==> src/rtl/vsm_pkg.sv <==
package vsm_pkg;

    localparam int MODE_W = 2;
    localparam logic [MODE_W-1:0] MODE_FORCE_PWM = 2'b01;
    localparam int SYNC_STAGES = 2;

    typedef enum logic {
        ST_NORMAL   = 1'b0,
        ST_STEPDOWN = 1'b1
    } step_state_e;

    typedef struct packed {
        logic pwm;
        logic rev_block;
        logic mf_hold;
    } drive_t;

    localparam drive_t DRIVE_RESET = '{pwm: 1'b0, rev_block: 1'b0, mf_hold: 1'b0};
    localparam drive_t DRIVE_STEP  = '{pwm: 1'b0, rev_block: 1'b1, mf_hold: 1'b1};

    function automatic logic wants_pwm(input logic [MODE_W-1:0] cfg, input logic lock_req);
        return lock_req || (cfg == MODE_FORCE_PWM);
    endfunction

endpackage

==> src/rtl/vsm_sync.sv <==
module vsm_sync #(
    parameter int WIDTH  = 2,
    parameter int STAGES = 2
) (
    input  logic             clk,
    input  logic             rst,
    input  logic [WIDTH-1:0] d_i,
    output logic [WIDTH-1:0] q_o
);
    logic [WIDTH-1:0] stg [STAGES];

    always_ff @(posedge clk) begin
        if (rst) stg[0] <= '0;
        else     stg[0] <= d_i;
    end

    generate
        for (genvar i = 1; i < STAGES; i++) begin : g_stage
            always_ff @(posedge clk) begin
                if (rst) stg[i] <= '0;
                else     stg[i] <= stg[i-1];
            end
        end
    endgenerate

    assign q_o = stg[STAGES-1];
endmodule

==> src/rtl/vsm_step_fsm.sv <==
module vsm_step_fsm
    import vsm_pkg::*;
(
    input  logic clk,
    input  logic rst,
    input  logic sel_s_i,
    input  logic hit_s_i,
    output logic step_o
);
    step_state_e state_q, state_d;
    logic        sel_d;
    logic        fall, rise;

    assign fall = sel_d & ~sel_s_i;
    assign rise = ~sel_d & sel_s_i;

    always_comb begin
        state_d = state_q;
        unique case (state_q)
            ST_NORMAL:   if (fall) state_d = ST_STEPDOWN;
            ST_STEPDOWN: if (rise || hit_s_i) state_d = ST_NORMAL;
            default:     state_d = ST_NORMAL;
        endcase
    end

    always_ff @(posedge clk) begin
        if (rst) begin
            state_q <= ST_NORMAL;
            sel_d   <= 1'b0;
        end else begin
            state_q <= state_d;
            sel_d   <= sel_s_i;
        end
    end

    assign step_o = (state_q == ST_STEPDOWN);

    p_fall_starts_r3: assert property (@(posedge clk) disable iff (rst)
        (state_q == ST_NORMAL && fall) |=> (state_q == ST_STEPDOWN));
    p_rise_no_start_r7: assert property (@(posedge clk) disable iff (rst)
        (state_q == ST_NORMAL && !fall) |=> (state_q == ST_NORMAL));
    p_hit_ends_r6: assert property (@(posedge clk) disable iff (rst)
        (state_q == ST_STEPDOWN && hit_s_i) |=> (state_q == ST_NORMAL));
    p_rise_ends_r8: assert property (@(posedge clk) disable iff (rst)
        (state_q == ST_STEPDOWN && rise) |=> (state_q == ST_NORMAL));
endmodule

==> src/rtl/vsm_mode_sel.sv <==
module vsm_mode_sel
    import vsm_pkg::*;
(
    input  logic              clk,
    input  logic              rst,
    input  logic              step_i,
    input  logic              lock_req_i,
    input  logic [MODE_W-1:0] cfg_i,
    output drive_t            drive_o
);
    drive_t drive_d;

    always_comb begin
        if (step_i) begin
            drive_d = DRIVE_STEP;
        end else begin
            drive_d           = DRIVE_RESET;
            drive_d.pwm       = wants_pwm(cfg_i, lock_req_i);
        end
    end

    always_ff @(posedge clk) begin
        if (rst) drive_o <= DRIVE_RESET;
        else     drive_o <= drive_d;
    end

    p_force_pfm_r9: assert property (@(posedge clk) disable iff (rst)
        step_i |=> !drive_o.pwm);
    p_gates_step_r4: assert property (@(posedge clk) disable iff (rst)
        step_i |=> (drive_o.rev_block && drive_o.mf_hold));
    p_gates_idle_r5: assert property (@(posedge clk) disable iff (rst)
        !step_i |=> (!drive_o.rev_block && !drive_o.mf_hold));
    p_idle_mode_r2: assert property (@(posedge clk) disable iff (rst)
        (!step_i && (cfg_i == MODE_FORCE_PWM)) |=> drive_o.pwm);
endmodule

==> src/rtl/vstep_mode_ctl.sv <==
module vstep_mode_ctl
    import vsm_pkg::*;
(
    input  logic              clk,
    input  logic              rst,
    input  logic              level_sel_i,
    input  logic              clk_lock_req_i,
    input  logic [MODE_W-1:0] mode_cfg_i,
    input  logic              target_hit_i,
    output logic              pwm_o,
    output logic              rev_block_o,
    output logic              mf_hold_o
);
    logic [1:0] raw_in, sync_out;
    logic       step;
    drive_t     drive;

    assign raw_in = {level_sel_i, target_hit_i};

    vsm_sync #(.WIDTH(2), .STAGES(SYNC_STAGES)) u_sync (
        .clk (clk),
        .rst (rst),
        .d_i (raw_in),
        .q_o (sync_out)
    );

    vsm_step_fsm u_fsm (
        .clk     (clk),
        .rst     (rst),
        .sel_s_i (sync_out[1]),
        .hit_s_i (sync_out[0]),
        .step_o  (step)
    );

    vsm_mode_sel u_sel (
        .clk        (clk),
        .rst        (rst),
        .step_i     (step),
        .lock_req_i (clk_lock_req_i),
        .cfg_i      (mode_cfg_i),
        .drive_o    (drive)
    );

    assign pwm_o       = drive.pwm;
    assign rev_block_o = drive.rev_block;
    assign mf_hold_o   = drive.mf_hold;

    p_reset_r1: assert property (@(posedge clk) rst |=> (!pwm_o && !rev_block_o && !mf_hold_o));
endmodule

==> config.mk <==
export PLATFORM = sky130hd
export DESIGN_NAME = vstep_mode_ctl
export DESIGN_NICKNAME = d
export VERILOG_FILES = /design/src/rtl/vsm_pkg.sv /design/src/rtl/vsm_sync.sv /design/src/rtl/vsm_step_fsm.sv /design/src/rtl/vsm_mode_sel.sv /design/src/rtl/vstep_mode_ctl.sv
export SDC_FILE = /design/constraint.sdc
export NUM_CORES = 1
export LEC_CHECK = 0
export ABC_AREA = 1
export BUFFER_PORTS_ARGS = -buffer_cell sky130_fd_sc_hd__clkbuf_2
export CAP_MARGIN = 20
export CORE_AREA = 2 2 39 41
export CTS_BUF_LIST = sky130_fd_sc_hd__clkbuf_2
export DETAILED_ROUTE_END_ITERATION = 7
export DIE_AREA = 0 0 41 43
export PLACE_DENSITY_LB_ADDON = 0.25
export REMOVE_ABC_BUFFERS = 1
export SYNTH_ARGS = -nofsm -noshare
export SYNTH_HDL_FRONTEND = slang
export SYNTH_SLANG_ARGS = --single-unit
==> constraint.sdc <==
create_clock -name clk -period 0.9 [get_ports clk]
set_input_delay 0.18 -clock clk [delete_from_list [all_inputs] [get_ports clk]]
set_output_delay 0.18 -clock clk [all_outputs]
set_load 0.01 [all_outputs]
# ---- Yosys cells after proc, flatten, opt, wreduce, memory -nomap -nowiden
# Memory sizes are Yosys's and may differ from the RTL's.
# Cells that the tools add are included.
dict set report word_totals {
  regBits 5
  latch_bits 0
  ramBits 4
  romBits 0
  elab_cells 26
  mem_count 1
}
# memory words word_bits rd rd_ports_with_merged_regs write_ports line_no
set memory_table {}
lappend memory_table {u_sync.stg 2 2 2 0 2 vsm_sync.sv:10} ;# logic [WIDTH-1:0] stg [STAGES];
dict set report classes {
  add_sub_neg 0
  n_mul 0
  div_mod_pow 0
  magnitude_cmp 0
  n_eq_ne 1
  shift 0
  n_mux 9
  n_bitwise 7
  reduce_logical 3
}
# cell n
set op_table {}
lappend op_table {{2-to-1 mux 2 bit} 3}
lappend op_table {{2-to-1 mux 1 bit} 5}
lappend op_table {{NOT 1 bit} 3}
lappend op_table {{bitwise AND 1 bit} 2}
lappend op_table {{equality test 2 x 1 -> 1 bit (second input constant)} 1}
lappend op_table {{logical OR 1 bit} 2}
lappend op_table {{bitwise OR 1 bit} 2}
lappend op_table {{one-hot mux 1 bit (2 select lines)} 1}
lappend op_table {{OR reduction 2 bit} 1}

# ---- Depth between registers and ports, before layout
# Gate-level depths: netlist (run 1).
dict set report logic_depth {
  depth_word 5
  mapped_depth 4
  depth_no_buf 4
}

# ---- Cells and area by module
# A second synthesis (run 1) with hierarchy kept.
dict set report hier_totals {
  hier_cells 34
  area_unflattened_um2 269.0
}
# mod n_inst cells_per_inst area_per_inst_um2 seq_area_each_um2
set by_module_without_submodules {}
lappend by_module_without_submodules {vsm_sync 1 12 110.1 80.1}
lappend by_module_without_submodules {vsm_mode_sel 1 11 82.6 40.0}
lappend by_module_without_submodules {vsm_step_fsm 1 11 76.3 40.0}

# ---- Worst setup path after synthesis (run 1)
# OpenSTA, ideal clock, no wires.
dict set report synth_path {
  path_kind {reg2out}
  from {register, netlist name u_sel.drive_o[0]}
  to {output rev_block_o}
  arrival_ns 0.485
  path_slack_ns 0.235
  path_stages_with_launch 2
  cell_sequence {dfxtp_1 -> buf_4}
}
# item line_no
set synth_rtl {}
lappend synth_rtl {{end, declared} vstep_mode_ctl.sv:11} ;# output logic rev_block_o,

# ---- Worst setup path after layout (run 1)
dict set report layout_path {
  from {register u_sel.drive_o[0] (netlist name)}
  to {output mf_hold_o}
}
# item line_no
set layout_rtl {}
lappend layout_rtl {{start, declared} vsm_mode_sel.sv:9} ;# output drive_t drive_o
lappend layout_rtl {{start signal, assigned} vsm_mode_sel.sv:24} ;# else drive_o <= drive_d;
lappend layout_rtl {{end, declared} vstep_mode_ctl.sv:12} ;# output logic mf_hold_o
# No word-level cell between the ends.

==> metrics.yaml, run 1 <==
outcome: "finished clean"
power_density_mw_per_mm2: 1820
hpwl_microns: 245
wire_per_inst_microns: 5.34
synth_area_leaders: "dfxtp_1 61%, inv_1 14%, nor2_1 8.6%"
end_kind: "output pin"
fmax_mhz: 1190
drt_iter0_drc: 4
avgViaCountPerCell: 3.46
cp.required_ps: 720
nNetsFinal: 52
grt_max_degree: 8
maxCapViolCount: 0
drtPass1Iterations: 2
grt_pass1_vias: 178
drc: 0
syn_area_per_cell_sq_um: 8.21
maxSlewViolCount: 0
post-route-period-util: 0.937
fin_crit_ps: 843
synth-edff-count: 0
fillers: 144
worst-path-buf-inv: 1
yosysMostFrequentCell: "inv_1"
clockBufferDepth: 2
die-area_sq_mm: 0.00176
synthToLayoutAreaGrowth_pct: 28.1
routed_wl_microns: 315
synthesis.area_sq_um: 263
ys_types: 8
crit_chain: "buf_2"
rows: 14
fin_cells: 59
dp_slack_ps: 217
crit_type: "flop to output pin"
hold_path.class: "input port to flop"
cts.sinks: 8
grt_pass1_wl_microns: 593
drive_gt1_frac: 0.349
finalHoldViolations: 0
clockRootBuffer: "clkbuf_2"
vdd.ir_drop.worst_uv: 768
die_h_microns: 43
route.vias.total: 204
worst_pin_slew_ps: 156
seqCellArea_sq_um: 161
num_io_pins: 10
numCtsBuffers: 3
placed_cells: 56
whs_ps: 136
skew_ps: 1.69
synth_ff_type: "dfxtp_1"
yosysSeqAreaShare: 0.610
synth_top_area_share: 0.610
ys_ff_latch: 8
yosys_warnings: 0
clk_pin_slew_ps: 70
grt_usage: 0.0564
worst_slack_ps: 56.8
async_reset_ff_frac: 0
crit_family: "flip-flops"
ctsHtreeMaxLevel: 1
relSlewSlack: 0.896
yosysTopAreaCell: "dfxtp_1"
diodes: 0
slowest_delay_ps: 310
ys_top_cells_by_count: "10 x inv_1, 8 x dfxtp_1, 6 x nor2_1"
rsz0062_at_grt: "no"
grt_overflow: 0
p_leak_nw: 0.177
initial_core_util: 0.190
io_buffer_count: 9
dieWidth_microns: 41
ant_nets: 0
synthCells: 32
finalSetupTns_ps: 0
cts_tree: "done"
setup_viol: 0
multi_input_area_sq_um: 57.6
antenna_found_initial: 0
cp_slowest_cell: "dfxtp_2"
core_sq_mm: 0.00138
worstPathMaxFanout: 2
clkLatencyLatePin_ps: 220
critPathArrivalTime_ps: 660
critPathLaunchType: "flop"
==> kinds of logic after synthesis <==
| kind of cell | count (synthesis) | share of synthesized area |
|---|---|---|
| compound gates | 1 | 0.0190 |
| flops | 8 | 0.610 |
| simple gates | 12 | 0.200 |
| buf+inv | 11 | 0.171 |
==> layout make-up <==
cell class              count  area share
repair buffers              9       0.134
clock buffers               3      0.0446
inverters                  10       0.112
multi-input cells          13       0.171
well taps                  16      0.0595
flip-flops and latches      8       0.480
==> routing by layer <==
metal,track usage,share of wire,vias up
met4,0.0200,0,0
met5,0,0,-
li1,-,-,111
met2,0.0719,0.37,13
met1,0.0487,0.42,80
met3,0.0785,0.21,0
==> metrics by stage <==
stage / cell area, sq um / power (mW) / util
detailed placement: 320 / 0.426 / 0.231
finish: 337 / 0.614 / 0.243
global placement: 320 / 0.424 / 0.231
floorplan: 255 / 0.402 / -
global route: 337 / 0.663 / 0.243
CTS: 335 / 0.631 / 0.242
==> cell usage in the layout, fill, tap and decap left out, drive strengths merged <==
cell type | netlist | routed
inv | 10 | 10
clkbuf | 0 | 10
dfxtp | 8 | 8
nor2 | 8 | 8
nand2 | 2 | 2
nand3 | 2 | 2
buf | 1 | 2
a21oi | 1 | 1
==> power breakdown <==
group | switching [mW] | total [mW] | internal [mW]
Combinational | 0.0219 | 0.0431 | 0.0211
Clock | 0.107 | 0.197 | 0.0906
Sequential | 0.00433 | 0.373 | 0.369
Total | 0.133 | 0.614 | 0.481
==> registers in the layout (all words and copies together), names as in the netlist <==
signal	count
u_fsm.sel_d	1
u_sel.drive_o	2
u_sync.stg	4
u_fsm.step_o	1
==> worst paths after layout <==
kind	from	to	slack (ps)	cells past startpoint
hold / removal	level_sel_i	u_sync.stg[0][1]	140	3
setup / recovery	u_sel.drive_o[0]	mf_hold_o	60	1
hold reg to reg	u_sync.stg[0][0]	u_sync.stg[1][0]	400	2
setup reg to reg	u_fsm.step_o	u_fsm.step_o	250	4
==> repair_timing <==
action / in CTS / in global routing
setup endpoints to repair: 0 / 2
resized for setup: 0 / 3
hold buffers: 0 / 0
buffers inserted: 0 / 0
Note: power is estimated with default switching activity, not from simulation.
==> run 2, diff against run 1 <==
--- a/config.mk
+++ b/config.mk
@@ -12,7 +12,7 @@
 export CTS_BUF_LIST = sky130_fd_sc_hd__clkbuf_2
 export DETAILED_ROUTE_END_ITERATION = 7
 export DIE_AREA = 0 0 41 43
-export PLACE_DENSITY_LB_ADDON = 0.25
+export GPL_TIMING_DRIVEN = 0
 export REMOVE_ABC_BUFFERS = 1
 export SYNTH_ARGS = -nofsm -noshare
 export SYNTH_HDL_FRONTEND = slang
==> run 2 against run 1 <==
  * Sequential power about the same
  * Wire length increased by 3.5%
  * Final cell count unchanged
  * Die area is the same
  * First-iteration DRC count fell by 100%
  * Clock skew grew 6.0 ps
  * Sequential cell count did not move
  * Sequential share of layout area shrank 1.7 points
  * Clock-buffer cell count unchanged
  * Highest routed layer unchanged
==> metrics.yaml, run 2 (same netlist as run 1, synthesis figures left out) <==
fin_crit_ps: 858  # was 843 ps
worst-path-buf-inv: 1  # unchanged
use_met1: 0.0519  # was 0.0487
cp_slowest_cell: "dfxtp_2"  # unchanged
slowest_delay_ps: 330  # was 310 ps
worst_slack_ps: 41.7  # was 56.8 ps
die-area_sq_mm: 0.00176  # unchanged
top_usage_layer: "met3"  # unchanged
grt_pass1_vias: 163  # was 178
grt_pass1_wl_microns: 586  # was 593 microns
finalSetupTns_ps: 0  # unchanged
largest_reg_flops: 4  # unchanged
initial_core_util: 0.190  # unchanged
diodes: 0  # unchanged
power_density_mw_per_mm2: 1790  # was 1820 mW/mm^2
place_congestion: 0.576
critPathLaunchType: "flop"  # unchanged
synthToLayoutAreaGrowth_pct: 32.9  # was 28.1%
critPathArrivalTime_ps: 680  # was 660 ps
num_io_pins: 10  # unchanged
maxSlewViolCount: 0  # unchanged
drive_gt1_frac: 0.349  # unchanged
core_sq_mm: 0.00138  # unchanged
crit_chain: "buf_6"  # was buf_2
dieWidth_microns: 41  # unchanged
skew_ps: 7.67  # was 1.69 ps
dp_slack_ps: 236  # was 217 ps
outcome: "finished clean"  # unchanged
worstPathMaxFanout: 2  # unchanged
cts_tree: "done"  # unchanged
final_cell_mix: "10 x inv_1, 9 x clkbuf_2, 7 x dfxtp_1"  # was 10 x inv_1, 10 x clkbuf_2, 7 x dfxtp_1
nNetsFinal: 52  # unchanged
vdd.ir_drop.worst_uv: 646  # was 768 uV
post-route-util: 0.252  # was 0.243
routed_wl_microns: 326  # was 315 microns
fin_area_sq_um: 349  # was 337 sq um
fillers: 153  # was 144
hold_path.class: "input port to flop"  # unchanged
grt_usage: 0.0594  # was 0.0564
maxCapViolCount: 0  # unchanged
grt_max_degree: 8  # unchanged
r2r_cells: 4  # unchanged
rsz0062_at_grt: "yes"  # was no
ctsHoldBuffers: 0  # unchanged
largestRegisters: "u_sync.stg: 4 flops, u_sel.drive_o: 2 flops"  # unchanged
finalHoldViolations: 0  # unchanged
ant_nets: 0  # unchanged
antenna_found_initial: 0  # unchanged
relSlewSlack: 0.901  # was 0.896
avgViaCountPerCell: 3.53  # was 3.46
die_h_microns: 43  # unchanged
whs_path_depth: 3  # unchanged
clockRootBuffer: "clkbuf_2"  # unchanged
cp.required_ps: 720  # about the same
crit_family: "flip-flops"  # unchanged
hpwl_microns: 242  # was 245 microns
dpl-instance-area_sq_um: 320  # unchanged
fmax_mhz: 1170  # was 1190 MHz
numCtsBuffers: 3  # unchanged
worst_pin_slew_ps: 149  # was 156 ps
p_leak_nw: 0.179  # was 0.177 nW
clkLatencyLatePin_ps: 230  # was 220 ps
post-route-period-util: 0.954  # was 0.937
grt_use_met3: 0.0942  # was 0.0785
whs_ps: 134  # was 136 ps
final_common_cell: "inv_1"
setup_viol: 0  # unchanged
worst-path-stages: 1  # unchanged
drtPass1Iterations: 1  # was 2
clk_pin_slew_ps: 80  # was 70 ps
io_buffer_count: 9  # unchanged
rows: 14  # unchanged
cts.sinks: 8  # unchanged
gr-usage-met2: 0.0688  # was 0.0719
crit_type: "flop to output pin"  # unchanged
grt_overflow: 0  # unchanged
top_register: "u_sync.stg"  # unchanged
route.vias.total: 208  # was 204
clockBufferDepth: 2  # unchanged
wire_per_inst_microns: 5.53  # was 5.34 microns
end_kind: "output pin"  # unchanged
ctsHtreeMaxLevel: 1  # unchanged
drc: 0  # unchanged
drt_iter0_drc: 0  # was 4
run 2: cell count changes in the layout (fill, tap and decap cells not counted):
cell	change
buf_6	+2
buf_2	-1
clkbuf_2	-1
run 2: path summary, 6_finish.rpt:
path                    startpoint                to  slack (ps)
setup reg to reg      u_fsm.step_o      u_fsm.step_o         240
setup / recovery  u_sel.drive_o[0]         mf_hold_o          40
hold / removal         level_sel_i  u_sync.stg[0][1]         130
hold reg to reg   u_sync.stg[0][1]  u_sync.stg[1][1]         400
run 2: what timing repair did:
action / 4_1_cts / 5_1_grt
resized for setup: 0 / 6
setup endpoints to repair: 0 / 3
hold endpoints to repair: 0 / 0
buffers inserted: 0 / 0
run 2: area by class of cell:
type	count	area, sq um	share of cell area
clock buffers	3	15.0	0.0430
flip-flops and latches	8	161	0.462
well taps	16	20.0	0.0573
multi-input cells	13	57.6	0.165
inverters	10	37.5	0.108
repair buffers	9	57.6	0.165
run 2: stage by stage:
stage | cells | power, mW
6_report | 59 | 0.626
5_1_grt | 59 | 0.679
4_1_cts | 59 | 0.641
3_5_place_dp | 56 | 0.425
3_3_place_gp | 56 | 0.424
2_1_floorplan | 31 | 0.402
run 2: routing by layer:
| layer | wire [microns] | up-vias |
|---|---|---|
| met3 | 67 | 0 |
| met4 | 0 | 0 |
| met5 | 0 | - |
| met1 | 142 | 83 |
| li1 | - | 111 |
| met2 | 116 | 14 |
run 2: report_power, final:
part	internal [mW]	switching [mW]	total [mW]
clock	0.0908	0.117	0.208
sequential	0.369	0.00467	0.374
combinational	0.0229	0.0216	0.0445
total	0.483	0.144	0.626
run 2: worst min-delay path, delay by kind of cell:
kind,cells,cell delay [ps]
and+or+nand+nor,1,30
buffers and inverters,2,120
